## src/rtl/sar_pkg.sv

```systemverilog
package sar_pkg;
  typedef enum logic {
    ST_IDLE  = 1'b0,
    ST_TRIAL = 1'b1
  } sar_state_e;
endpackage

```

## src/rtl/sar_settle_timer.sv

```systemverilog
module sar_settle_timer #(
  parameter int unsigned SETTLE_CYCLES = 3,
  localparam int unsigned CW = $clog2(SETTLE_CYCLES + 1)
) (
  input  logic clk_i,
  input  logic rst_ni,
  input  logic clear_i,
  input  logic en_i,
  output logic done_o
);
  logic [CW-1:0] cnt_q;

  assign done_o = en_i && (cnt_q == CW'(SETTLE_CYCLES - 1));

  always_ff @(posedge clk_i or negedge rst_ni) begin
    if (!rst_ni)      cnt_q <= '0;
    else if (clear_i) cnt_q <= '0;
    else if (en_i)    cnt_q <= cnt_q + CW'(1);
  end
endmodule

```

## src/rtl/sar_bit_walker.sv

```systemverilog
module sar_bit_walker #(
  parameter int unsigned WIDTH = 8
) (
  input  logic             clk_i,
  input  logic             rst_ni,
  input  logic             load_i,
  input  logic             shift_i,
  output logic [WIDTH-1:0] ptr_o,
  output logic             last_o
);
  logic [WIDTH-1:0] ptr_q;

  assign ptr_o  = ptr_q;
  assign last_o = ptr_q[0];

  always_ff @(posedge clk_i or negedge rst_ni) begin
    if (!rst_ni)      ptr_q <= '0;
    else if (load_i)  ptr_q <= {1'b1, {(WIDTH-1){1'b0}}};
    else if (shift_i) ptr_q <= ptr_q >> 1;
  end
endmodule

```

## src/rtl/sar_ctrl.sv

```systemverilog
module sar_ctrl
  import sar_pkg::*;
#(
  parameter int unsigned WIDTH         = 8,
  parameter int unsigned SETTLE_CYCLES = 3
) (
  input  logic             clk_i,
  input  logic             rst_ni,
  input  logic             start_i,
  input  logic             cmp_high_i,
  output logic [WIDTH-1:0] dac_code_o,
  output logic             hold_o,
  output logic [WIDTH-1:0] code_o,
  output logic             eoc_o
);
  sar_state_e       state_q, state_d;
  logic [WIDTH-1:0] sar_q, sar_d, kept, ptr;
  logic [WIDTH-1:0] code_q;
  logic             eoc_q;
  logic             start_ok, decide, last, tmr_done, finish;

  assign start_ok = (state_q == ST_IDLE) && start_i;
  assign decide   = (state_q == ST_TRIAL) && tmr_done;
  assign finish   = decide && last;

  sar_settle_timer #(.SETTLE_CYCLES(SETTLE_CYCLES)) u_timer (
    .clk_i   (clk_i),
    .rst_ni  (rst_ni),
    .clear_i (start_ok || decide),
    .en_i    (state_q == ST_TRIAL),
    .done_o  (tmr_done)
  );

  sar_bit_walker #(.WIDTH(WIDTH)) u_walker (
    .clk_i   (clk_i),
    .rst_ni  (rst_ni),
    .load_i  (start_ok),
    .shift_i (decide && !last),
    .ptr_o   (ptr),
    .last_o  (last)
  );

  // trial bit is dropped when the DAC overshoots the input
  assign kept = cmp_high_i ? (sar_q & ~ptr) : sar_q;

  for (genvar i = 0; i < WIDTH; i++) begin : g_bit
    if (i == WIDTH - 1) begin : g_msb
      assign sar_d[i] = start_ok ? 1'b1 : (decide ? kept[i] : sar_q[i]);
    end else begin : g_low
      assign sar_d[i] = start_ok ? 1'b0
                      : (decide ? (kept[i] | ptr[i+1]) : sar_q[i]);
    end
  end

  always_comb begin
    state_d = state_q;
    if (start_ok)    state_d = ST_TRIAL;
    else if (finish) state_d = ST_IDLE;
  end

  always_ff @(posedge clk_i or negedge rst_ni) begin
    if (!rst_ni) begin
      state_q <= ST_IDLE;
      sar_q   <= '0;
      code_q  <= '0;
      eoc_q   <= 1'b0;
    end else begin
      state_q <= state_d;
      sar_q   <= sar_d;
      eoc_q   <= finish;
      if (finish) code_q <= kept;
    end
  end

  assign dac_code_o = sar_q;
  assign hold_o     = (state_q == ST_TRIAL);
  assign code_o     = code_q;
  assign eoc_o      = eoc_q;
endmodule

```

## config.mk

```make
export PLATFORM = sky130hd
export DESIGN_NAME = sar_ctrl
export DESIGN_NICKNAME = d
export VERILOG_FILES = /design/src/rtl/sar_pkg.sv /design/src/rtl/sar_settle_timer.sv /design/src/rtl/sar_bit_walker.sv /design/src/rtl/sar_ctrl.sv
export SDC_FILE = /design/constraint.sdc
export NUM_CORES = 1
export LEC_CHECK = 0
export BUFFER_PORTS_ARGS = -buffer_cell sky130_fd_sc_hd__clkbuf_2
export CORE_MARGIN = 3
export CORE_UTILIZATION = 45
export DETAILED_ROUTE_END_ITERATION = 8
export GPL_ROUTABILITY_DRIVEN = 0
export PLACE_DENSITY = 0.77
export SLEW_MARGIN = 20
export SYNTH_ARGS = -nofsm -noshare
export SYNTH_HDL_FRONTEND = slang
export SYNTH_SLANG_ARGS = --single-unit
```

## constraint.sdc

```tcl
create_clock -name clk_i -period 1.32 [get_ports clk_i]
set_clock_uncertainty 0.05 [all_clocks]
set_input_delay 0.132 -clock clk_i [delete_from_list [all_inputs] [get_ports clk_i]]
set_output_delay 0.132 -clock clk_i [all_outputs]
set_load 0.01 [all_outputs]
```

==> summary.txt <==
Run status -> finished, final reports clean
Post-Synth Simple-Gate Area -> 15.6%
Slew Viols, Final -> 0
CP endpoint kind -> flip-flop
Die H -> 56.1 µm
Die Wd -> 56.1 µm
Mapped Cells -> 107
XOR/XNOR Fraction of Synth Area -> 0%
RSZ-0062 raised after global routing -> yes
Max clock buf depth -> 2
WS Path Type -> reg -> reg
Worst-margin pin slew -> 346 ps
Leakage -> 0.697 nW
# IOs -> 22
Nets@finish -> 145
Largest family of logic cells by synthesized area -> compound AO/OA/AOI/OAI gates
Design area -> 0.00144 mm²
Drt total wl -> 2350 µm
Worst Path Max Fanout -> 7
R2r setup slk -> 10 ps
Worst hold slack -> 38.9 ps
Vias in the first global route -> 833
Max Clock Freq -> 763 MHz
Via density -> 5.29
Synthesized cell area -> 0.00113 mm²
Via count -> 883
CTS Sinks -> 28
Total GRT Usage -> 15.4%
Post-Place Cells -> 160
DPL Wire Length -> 1600 µm
Worst Hold Endpoint -> u_walker.ptr_o[7]$_DFFE_PN0P_
Syn nets -> 112
Synth Area in Adders -> 1.11%
Initial DRT Pass Iterations -> 4
Starting Density -> 49.2%
Initial antenna violation count -> 0
Standard-cell rows -> 17
Layout cells sized above 1 -> 32.4%
Largest net degree at the start of global routing -> 29
Post-synth cell types -> 18
Crit Reg-Reg Endpoint -> dac_code_o[5]$_DFFE_PN0P_
TritonCTS clock tree -> yes
Total gr overflow -> 0
Sequential area share after synthesis -> 61.9%
Worst hold start -> start_i
Final setup vio count -> 0
CORE AREA -> 0.00230 mm²
Post-route DRC violation count -> 0
Area after detailed placement -> 0.00134 mm²
Worst hold path depth -> 3
CTS Root Cell -> clkbuf_4
Max rail drop VDD -> 1.37 mV
PortBufs -> 21
Setup TNS -> 0 ps
Antenna Cells -> 0
Yosys synthesis warning count -> 0
Worst-path clk slew -> 150 ps
Reg-to-Reg Start -> u_timer.cnt_q[0]$_DFFE_PN0P_
Post-route ant nets -> 0
Avg WL per Cell -> 14.1 µm
H-tree depth -> 1
Non-filler cells, final -> 167
Reg2Reg Depth -> 5
Clk_lat worst skew -> 330 ps
Tcrit/Tclk final -> 99.3%
Final hold violations -> 0
Fill cells -> 177
CP arrival -> 1500 ps
Multiplexer share of the synthesized area -> 0%
First-pass GRT wire length -> 3840 µm
Pwr dens -> 2340 mW/mm²
Mean Syn Cell Area -> 10.6 µm²
Max Cap Viol -> 0
FF+latch count, synth -> 28
DRC marker count from the first detailed-route iteration -> 28
CP startpoint kind -> flip-flop
CTS Buf Count -> 3
Minimum clock period -> 1310 ps
Rel. slew slack -> 76.9%
HP Class -> in -> reg
Critical Path RT -> 1510 ps
Synth Area in Compound Gates -> 18.0%
Die area -> 0.00315 mm²
Synth-to-Final Area Change -> 27.1%
metal layers:
| layer | part of all wire (%) | track usage, % | up-vias | routed length [µm] |
|---|---|---|---|---|
| met5 | 0 | 0 | - | 0 |
| met4 | 1.1 | 6.10 | 0 | 25 |
| met3 | 3.7 | 3.48 | 2 | 86 |
| met2 | 49 | 24.4 | 21 | 1150 |
| met1 | 46 | 20.5 | 423 | 1090 |
| li1 | - | - | 437 | - |
Yosys cell counts:
master / count / area [µm²]
and3_1: 1 / 6.26
a21o_1: 1 / 7.51
a21oi_1: 1 / 5.00
buf_6: 1 / 11.3
ha_1: 1 / 12.5
buf_2: 3 / 15.0
o21ai_0: 7 / 35.0
nand2_1: 35 / 131
o31ai_1: 2 / 15.0
inv_1: 3 / 11.3
dfrtp_1: 28 / 701
nor2_1: 4 / 15.0
and2_1: 1 / 6.26
nand2b_1: 2 / 12.5
nand3_1: 1 / 5.00
a22o_1: 7 / 61.3
o21ai_1: 2 / 10.0
a32o_1: 7 / 70.1
what timing repair did:
action | 4_1_cts | 5_1_grt
endpoints found under the setup margin | 6 | 14
gates cloned | 0 | 0
hold buffers | 1 | 0
buffers inserted | 0 | 2
gates resized for setup | 0 | 8
endpoints found under the hold margin | 28 | 0
pin swaps | 2 | 6
through the flow:
step           setup slack (ps)  util, %  power, W
6_report                   9.70     62.6   0.00336
5_1_grt                   -37.4     62.6   0.00362
4_1_cts                    3.77     60.8   0.00326
3_5_place_dp              -10.0     58.1   0.00271
3_3_place_gp               37.1     58.1   0.00264
2_1_floorplan              1.33        -   0.00221
critical path: stages, from the launching register on:
cell and delay (ps):
dfrtp_1 420, inv_2 70, ha_4 160, and3_4 230, nand2_1 60, a32o_1 220
state kept, by name, indices dropped and copies added (netlist names):
register        cells
u_walker.ptr_o      8
eoc_o               1
hold_o              1
code_o              8
u_timer.cnt_q       2
dac_code_o          8
logic make-up (layout without fill, tap and decap cells):
| family | count (synthesis) | after routing |
|---|---|---|
| buf+inv | 7 | 39 |
| fa+ha+maj | 1 | 1 |
| simple gates | 44 | 44 |
| compound gates | 27 | 27 |
| flops | 28 | 28 |
final cells by class:
class	count	area, µm²	share of cell area, %
Sequential cell	28	702	48.8
Timing Repair Buffer	32	203	14.1
Tap cell	28	35.0	2.44
Clock inverter	1	30.0	2.09
Inverter	3	11.3	0.783
Multi-Input combinational cell	72	434	30.2
Clock buffer	3	22.5	1.57
report_power, final:
part           internal, W  total (W)  switching [W]
clock             0.000307   0.000558       0.000250
combinational     0.000651    0.00130       0.000645
sequential         0.00120    0.00151       0.000304
total              0.00216    0.00336        0.00120
placed cells by master (no fill, tap or decap), types with 2 or more instances in the layout:
master and instances:
clkbuf_4 3, nand2_2 2, buf_4 9, dfrtp_1 27
o21ai_0 6, nand2_1 33, o21ai_1 3, nor2_1 3
inv_1 2, a22o_1 7, a32o_1 7, clkbuf_2 21
o31ai_1 2
worst max path at each step:
stage          slack (ps)                       endpoint                         start
2_1_floorplan           1      dac_code_o[0]$_DFFE_PN0P_  u_timer.cnt_q[0]$_DFFE_PN0P_
3_3_place_gp           40  u_walker.ptr_o[4]$_DFFE_PN0P_  u_timer.cnt_q[0]$_DFFE_PN0P_
3_5_place_dp          -10  u_walker.ptr_o[4]$_DFFE_PN0P_  u_timer.cnt_q[0]$_DFFE_PN0P_
4_1_cts                 4  u_walker.ptr_o[3]$_DFFE_PN0P_  u_timer.cnt_q[0]$_DFFE_PN0P_
5_1_grt               -40      dac_code_o[5]$_DFFE_PN0P_  u_timer.cnt_q[0]$_DFFE_PN0P_
6_report               10      dac_code_o[5]$_DFFE_PN0P_  u_timer.cnt_q[0]$_DFFE_PN0P_
(Power assumes the default switching activity.)
